`src/rtl/trace_port_pkg.sv`:
```
package trace_port_pkg;

  localparam logic [3:0] STAT_IDLE  = 4'h0;
  localparam logic [3:0] STAT_PLAIN = 4'h1;
  localparam logic [3:0] STAT_TAKEN = 4'h5;

  localparam logic [3:0] MARK_NARROW = 4'h9;
  localparam logic [3:0] MARK_WIDE   = 4'hB;

  localparam int NARROW_NIBS = 4;
  localparam int WIDE_NIBS   = 8;
  localparam int MAX_SEQ     = WIDE_NIBS + 1;

  typedef struct packed {
    logic push;
    logic wide;
    logic pop;
  } fifo_strobe_t;

endpackage

```
`src/rtl/trace_ctrl.sv`:
```
module trace_ctrl
  import trace_port_pkg::*;
#(
  parameter int DEPTH = 16,
  localparam int CNT_W = $clog2(DEPTH + 1)
) (
  input  logic             clk,
  input  logic             rst,
  input  logic             evtValid,
  input  logic             evtTaken,
  input  logic             evtCapture,
  input  logic             evtWide,
  input  logic [CNT_W-1:0] fifoCount,
  output logic             stall,
  output fifo_strobe_t     strb,
  output logic [3:0]       statusOut
);

  localparam int SUM_W = CNT_W + 2;

  logic             wantCapture;
  logic [SUM_W-1:0] seqLen;
  logic [SUM_W-1:0] fillAfter;
  logic             hasRoom;

  // Capture is only honoured for a valid, taken branch.
  assign wantCapture = evtValid & evtTaken & evtCapture;
  assign seqLen      = evtWide ? SUM_W'(WIDE_NIBS + 1) : SUM_W'(NARROW_NIBS + 1);
  assign fillAfter   = SUM_W'(fifoCount) + seqLen;
  assign hasRoom     = (fillAfter <= SUM_W'(DEPTH));

  assign stall     = wantCapture & ~hasRoom;
  assign strb.push = wantCapture & hasRoom;
  assign strb.wide = evtWide;
  assign strb.pop  = (fifoCount != '0);

  always_ff @(posedge clk) begin
    if (rst) begin
      statusOut <= STAT_IDLE;
    end else if (!evtValid || stall) begin
      statusOut <= STAT_IDLE;
    end else if (evtTaken) begin
      statusOut <= STAT_TAKEN;
    end else begin
      statusOut <= STAT_PLAIN;
    end
  end

endmodule

```
`src/rtl/trace_fifo_path.sv`:
```
module trace_fifo_path
  import trace_port_pkg::*;
#(
  parameter int DEPTH = 16,
  localparam int PTR_W = $clog2(DEPTH),
  localparam int CNT_W = $clog2(DEPTH + 1)
) (
  input  logic             clk,
  input  logic             rst,
  input  fifo_strobe_t     strb,
  input  logic [31:0]      evtTarget,
  output logic [CNT_W-1:0] fifoCount,
  output logic [3:0]       dataOut
);

  logic [3:0]       nibMem  [DEPTH];
  logic [3:0]       seqNib  [MAX_SEQ];
  logic [PTR_W-1:0] slotOff [DEPTH];
  logic [PTR_W-1:0] rdPtr;
  logic [PTR_W-1:0] wrPtr;
  logic [PTR_W-1:0] pushLen;
  logic [CNT_W-1:0] addCnt;
  logic [CNT_W-1:0] subCnt;

  // Build the marker-first sequence, address nibbles least significant first.
  always_comb begin
    seqNib[0] = strb.wide ? MARK_WIDE : MARK_NARROW;
    for (int n = 1; n < MAX_SEQ; n++) begin
      seqNib[n] = evtTarget[4*(n-1) +: 4];
    end
  end

  assign pushLen = strb.wide ? PTR_W'(WIDE_NIBS + 1) : PTR_W'(NARROW_NIBS + 1);
  assign addCnt  = strb.push ? CNT_W'(pushLen) : '0;
  assign subCnt  = strb.pop ? CNT_W'(1) : '0;

  // Distance of each slot from the write pointer (power-of-two wrap).
  for (genvar s = 0; s < DEPTH; s++) begin : g_slot
    assign slotOff[s] = PTR_W'(s) - wrPtr;
  end

  function automatic logic [3:0] pickNib(input logic [PTR_W-1:0] idx,
                                         input logic [3:0] seq [MAX_SEQ]);
    logic [3:0] res;
    res = '0;
    for (int k = 0; k < MAX_SEQ; k++) begin
      if (idx == PTR_W'(k)) res = seq[k];
    end
    return res;
  endfunction

  always_ff @(posedge clk) begin
    for (int s = 0; s < DEPTH; s++) begin
      if (strb.push && (slotOff[s] < pushLen)) begin
        nibMem[s] <= pickNib(slotOff[s], seqNib);
      end
    end
  end

  always_ff @(posedge clk) begin
    if (rst) begin
      rdPtr     <= '0;
      wrPtr     <= '0;
      fifoCount <= '0;
      dataOut   <= '0;
    end else begin
      if (strb.push) wrPtr <= wrPtr + pushLen;
      if (strb.pop) begin
        rdPtr   <= rdPtr + PTR_W'(1);
        dataOut <= nibMem[rdPtr];
      end else begin
        dataOut <= '0;
      end
      fifoCount <= fifoCount + addCnt - subCnt;
    end
  end

endmodule

```
`src/rtl/trace_nibble_port.sv`:
```
module trace_nibble_port
  import trace_port_pkg::*;
#(
  parameter int DEPTH = 16,
  localparam int CNT_W = $clog2(DEPTH + 1)
) (
  input  logic        clk,
  input  logic        rst,
  input  logic        evtValid,
  input  logic        evtTaken,
  input  logic        evtCapture,
  input  logic        evtWide,
  input  logic [31:0] evtTarget,
  output logic        stall,
  output logic [3:0]  statusOut,
  output logic [3:0]  dataOut
);

  fifo_strobe_t     strb;
  logic [CNT_W-1:0] fifoCount;
  logic             pushStb;
  logic             pushWide;

  assign pushStb  = strb.push;
  assign pushWide = strb.wide;

  trace_ctrl #(.DEPTH(DEPTH)) ctrlInst (
    .clk(clk), .rst(rst),
    .evtValid(evtValid), .evtTaken(evtTaken),
    .evtCapture(evtCapture), .evtWide(evtWide),
    .fifoCount(fifoCount), .stall(stall),
    .strb(strb), .statusOut(statusOut)
  );

  trace_fifo_path #(.DEPTH(DEPTH)) pathInst (
    .clk(clk), .rst(rst), .strb(strb),
    .evtTarget(evtTarget), .fifoCount(fifoCount),
    .dataOut(dataOut)
  );

endmodule

```
`config.mk`:
```
export PLATFORM = sky130hd
export DESIGN_NAME = trace_nibble_port
export DESIGN_NICKNAME = d
export VERILOG_FILES = /design/src/rtl/trace_port_pkg.sv /design/src/rtl/trace_ctrl.sv /design/src/rtl/trace_fifo_path.sv /design/src/rtl/trace_nibble_port.sv
export SDC_FILE = /design/constraint.sdc
export NUM_CORES = 1
export LEC_CHECK = 0
export BUFFER_PORTS_ARGS = -buffer_cell sky130_fd_sc_hd__buf_4
export CAP_MARGIN = 15
export CORE_UTILIZATION = 25
export CTS_CLUSTER_SIZE = 24
export DETAILED_ROUTE_END_ITERATION = 10
export PLACE_DENSITY_LB_ADDON = 0.08
export SLEW_MARGIN = 20
export SYNTH_ARGS = -nofsm -noshare
export SYNTH_HDL_FRONTEND = slang
export SYNTH_SLANG_ARGS = --single-unit
```
`constraint.sdc`:
```
create_clock -name clk -period 6.6 [get_ports clk]
set_clock_uncertainty 0.15 [all_clocks]
set_input_delay 0.66 -clock clk [delete_from_list [all_inputs] [get_ports clk]]
set_output_delay 0.66 -clock clk [all_outputs]
set_load 0.05 [all_outputs]
```
# Word level (Yosys, flattened, before mapping)
# Memories as Yosys holds them, arrays and structs flattened. A register that Yosys moved wholly into a read port is not among the register bits.
# Index checks and enable logic that the tools add are counted.
# W data, S select, Z words.
dict set report op_classes {
  n_addsub 21
  order_cmp 17
  eq_ne 128
  mux 198
  n_bitwise 6
  reduce_logical 37
}
# op n
set op_table {}
lappend op_table {{$mux W4} 163}
lappend op_table {{$eq A4 B3 Y1 const B} 64}
lappend op_table {{$eq A4 B2 Y1 const B} 32}
lappend op_table {{$eq A4 B1 Y1 const B} 16}
lappend op_table {{$eq A4 B4 Y1 const B} 16}
lappend op_table {{$logic_not A4 Y1} 16}
lappend op_table {{$lt A4 B4 Y1} 16}
lappend op_table {{$mux W1} 33}
lappend op_table {{$sub A4 B4 Y4 const A} 8}
lappend op_table {{$logic_and A1 B1 Y1} 16}
lappend op_table {{$sub A3 B4 Y4 const A} 4}
lappend op_table {{$sub A1 B4 Y4 const A} 2}
lappend op_table {{$sub A2 B4 Y4 const A} 2}
lappend op_table {{$add A5 B7 Y7} 1}
lappend op_table {{$le A7 B5 Y1 const B} 1}
lappend op_table {{$add A5 B5 Y5} 1}
lappend op_table {{$reduce_bool A5 Y1} 1}
lappend op_table {{$sub A5 B5 Y5} 1}
lappend op_table {{$add A4 B1 Y4 const B} 1}
lappend op_table {{$add A4 B4 Y4} 1}
lappend op_table {{$and A1 B1 Y1} 4}
lappend op_table {{$reduce_or A2 Y1} 2}
lappend op_table {{$mux W3} 1}
lappend op_table {{$mux W2} 1}
lappend op_table {{3 further kinds} 4}
dict set report word_totals {
  regBits 17
  mem_bits_rw 64
  input_bits 38
  memories 1
}
# memory depth width rd rd_clocked_by_memory_dff wr line
set mem_list {}
lappend mem_list {pathInst.nibMem 16 4 1 1 16 trace_fifo_path.sv:16} ;# logic [3:0] nibMem [DEPTH];

# Logic depth before layout (Yosys ltp)
dict set report logic_depth {
  word_depth 12
  ltp_mapped 16
  depth_no_buf 15
}

# Hierarchy
# A second synthesis with hierarchy kept.
dict set report hier_totals {
  cells_unflattened 1064
  hier_area_um2 8717.1
}
# module instances cells_per_inst area_each_um2
set by_module_without_submodules {}
lappend by_module_without_submodules {trace_fifo_path 1 1041 8534.4}
lappend by_module_without_submodules {trace_ctrl 1 23 182.7}

# Worst setup path before layout
# No wires, ideal clock.
dict set report synth_timing {
  path_type {in2reg}
  from {input port evtWide}
  to {register pathInst.fifoCount[4]}
  arrival_ps 3472
  required_time_ps 6322
  slack_ps 2850
  stages 16
  path_buffers 1
  cell_sequence {clkbuf_1 inv_1 ha_1 a21oi_1 a41oi_1 nor2_1 nand4_1 clkinv_1 nand2_1 ha_1 inv_1 ha_1 a21o_1 a21oi_1 xnor2_1 nor2_1}
}
# element line
set synth_lines {}
lappend synth_lines {{start, declared} trace_nibble_port.sv:12} ;# input logic evtWide,
lappend synth_lines {{end signal, assigned} trace_fifo_path.sv:74} ;# fifoCount <= fifoCount + addCnt - subCnt;
lappend synth_lines {{end, declared} trace_fifo_path.sv:12} ;# output logic [CNT_W-1:0] fifoCount,

==> flow_summary.yaml <==
synth:
  synth-async-reset-ratio_pct: 0
  synth_ff_type: "edfxtp_1"
  synthTopCellsByArea: "edfxtp_1 (22%), ha_1 (7.3%), mux4_2 (6.0%), nand2_1 (5.0%), a21oi_1 (4.8%)"
  yosys.area.top_type: "edfxtp_1"
  syn_inst: 1057
  synth_edf_count: 64
  syn-cell-area_um2: 8610
  syn_area_per_cell_um2: 8.14
  yosysUniqueCellTypes: 78
  yosysMostFrequentCell: "nand2_1"
  synth_common_cells: "nand2_1 (114), nor2_1 (92), a21oi_1 (82), o21ai_0 (82), edfxtp_1 (64)"
  ys_warn_count: 0
  yosysSeqAreaShare_pct: 26.7
  yosysTopAreaCellShare_pct: 22.3
  synth_seq_cells: 83
timing:
  drv_slew: 0
  setup_viol: 0
  clock.fmax_mhz: 242
  slew_headroom_pct: 23.0
  hold_ws_ns: 0.343
  rsz0062_at_grt: "false"
  worstMarginPinSlew_ns: 1.15
  fin_crit_sh_pct: 62.6
  tns_ns: 0
  fin_crit_ns: 4.13
  hold_violations: 0
setup_path:
  worstSetupEndpointType: "flip-flop"
  path_buf_inv: 2
  slowest_delay_ns: 0.95
  crit_chain: "inv_1, ha_2, inv_2, nor2_1, nor2_2, ha_1, a21o_1, a211oi_1"
  critical_path_class: "reg2reg"
  crit_family: "compound AO/OA/AOI/OAI gates"
  slowest_stage: "a211oi_1"
  start_kind: "flip-flop"
  cp_max_fo: 28
  arrival_ns: 3.95
  required_ns: 6.42
power_and_ir_drop:
  power-per-cell-area_nw_per_um2: 242
  leakage_uw: 0.00327
  finalPower_uw: 2290
  peakVddDrop_mv: 0.114
final_layout:
  final_cell_area_um2: 9460
  area_growth_pct: 9.93
  drive_above_1_share_pct: 12.2
  nNetsFinal: 1121
  nFillCells: 3691
  n_antenna_cell: 0
  final_cells: 1485
die:
  start_util_pct: 25.5
  io_pins: 47
  fp.dieH_um: 188
  rows: 67
  core_region_area_um2: 33700
  die-area_um2: 35200
  die_x_um: 188
global_routing:
  grt_pass1_vias: 8031
  grtUsageTotal_pct: 22.2
  grt_max_degree: 76
  antenna_found_initial: 2
  overflow: 0
  grt_pass1_wl_mm: 57.5
drt:
  dr.first_iter.drc_count: 910
  vias_per_cell: 5.67
  first_pass_iters: 6
  drc: 0
  wirelength_mm: 38.8
  routedWlPerCell_um: 26.2
  vias: 8418
  antenna_left: 0
placed_design:
  postPlaceCellArea_um2: 9180
  dpl.hpwl_mm: 28.9
  io_buffers: 44
  placed_cells_incl_taps: 1469
  place_congestion: 0.868
clock_tree:
  cts_buffers: 9
  cts_buffer_depth: 2
  cts_tree: "yes"
  clk_pin_slew_worst_paths_ns: 0.06
  cts_setup_buffers: 0
  insertion_delay_ns: 0.35
  cts-root-buf: "clkbuf_16"
  htree_levels: 3
  cts_hold_buf: 0
  ctsResizeCount: 0
  cts_sinks: 83
hold_path:
  holdCritPathClass: "in2reg"
status:
  status: "completed"
run:
  max_cap_viol_count: 0
## metrics by stage
step	utilization [%]	setup WS (ns)
final	28.1	2.47
after global routing	28.1	2.31
after CTS	28.1	2.56
after detailed placement	27.2	2.58
after global placement	27.2	2.55
after floorplan	-	2.85
## metal layers
layer  vias up  share of wire (%)  routed length (µm)  global-route usage, %
met2       293                 45               17600                   34.9
met5         -              0.064                  25                      0
li1       3933                  -                   -                      -
met1      4152                 48               18600                   32.1
met3        36                4.8                1870                   2.21
met4         4                1.9                 725                   6.04
## where the power goes
part / leakage [µW] / switching [µW] / internal (µW)
logic: 0.00239 / 687 / 409
registers: 0.000734 / 46.7 / 641
clock network: 0.000144 / 216 / 291
total: 0.00327 / 949 / 1340
## cells by family (layout without fill, tap and decap cells)
| kind of cell | Yosys count | count (layout) | share of synthesized area (%) |
|---|---|---|---|
| XOR/XNOR | 18 | 18 | 2.01 |
| other | 1 | 2 | 0.0436 |
| multiplexers | 45 | 45 | 8.69 |
| flip-flops | 83 | 83 | 26.7 |
| adder cells (fa/ha/maj) | 51 | 51 | 7.50 |
| AO/OA/AOI/OAI | 387 | 387 | 30.0 |
| AND/OR/NAND/NOR | 327 | 327 | 17.5 |
| buffers and inverters | 145 | 124 | 7.57 |
## final timing paths
path / from / to / slack (ns) / cells past startpoint
setup / recovery: pathInst.wrPtr[1] / pathInst.nibMem[0][3] / 2.47 / 8
hold / removal: evtTaken / ctrlInst.statusOut[0] / 0.34 / 2
setup reg to reg: pathInst.wrPtr[1] / pathInst.nibMem[0][3] / 2.47 / 8
hold reg to reg: pathInst.rdPtr[1] / pathInst.rdPtr[1] / 0.44 / 2
## flip-flops by register name, indices dropped and copies added (netlist names)
name and count:
ctrlInst.statusOut 2, pathInst.dataOut 4, pathInst.fifoCount 5, pathInst.nibMem 64, pathInst.rdPtr 4, pathInst.wrPtr 4
## worst register-to-register path, stage by stage (launching register included)
cell	delay, ns
dfxtp_1	0.56
inv_1	0.20
ha_2	0.23
inv_2	0.46
nor2_1	0.34
nor2_2	0.35
ha_1	0.30
a21o_1	0.21
a211oi_1	0.95
## final cells by class
| cell class | instances | area, µm² | area share [%] |
|---|---|---|---|
| clock buffer | 10 | 229 | 2.42 |
| clock inverter | 6 | 57.6 | 0.608 |
| inverter | 47 | 176 | 1.86 |
| multi-input combinational | 830 | 5680 | 60.0 |
| sequential | 83 | 2300 | 24.3 |
| tap | 448 | 561 | 5.92 |
| timing repair buffer | 61 | 458 | 4.84 |
## placed cells by master, fill, tap and decap left out, types with 7 or more instances in the layout
master / count
ha_1: 46
xnor2_1: 10
o221ai_1: 9
mux2_2: 8
o22ai_1: 16
clkbuf_16: 9
a32oi_1: 9
mux4_2: 23
a22oi_1: 15
o31ai_1: 11
nand3_1: 25
dfxtp_1: 18
a21o_1: 13
or3_1: 9
nor3b_1: 7
o21ai_1: 7
buf_4: 61
nor2_1: 92
nor2b_1: 15
nand2_1: 114
nor3_1: 19
a31oi_1: 20
a21oi_1: 82
o21a_1: 7
mux2i_1: 14
o21ai_0: 82
a221oi_1: 11
inv_1: 41
and2_1: 10
o211ai_1: 8
nand2b_1: 15
a211oi_1: 32
edfxtp_1: 64
Power figures use the tool's default switching activity.
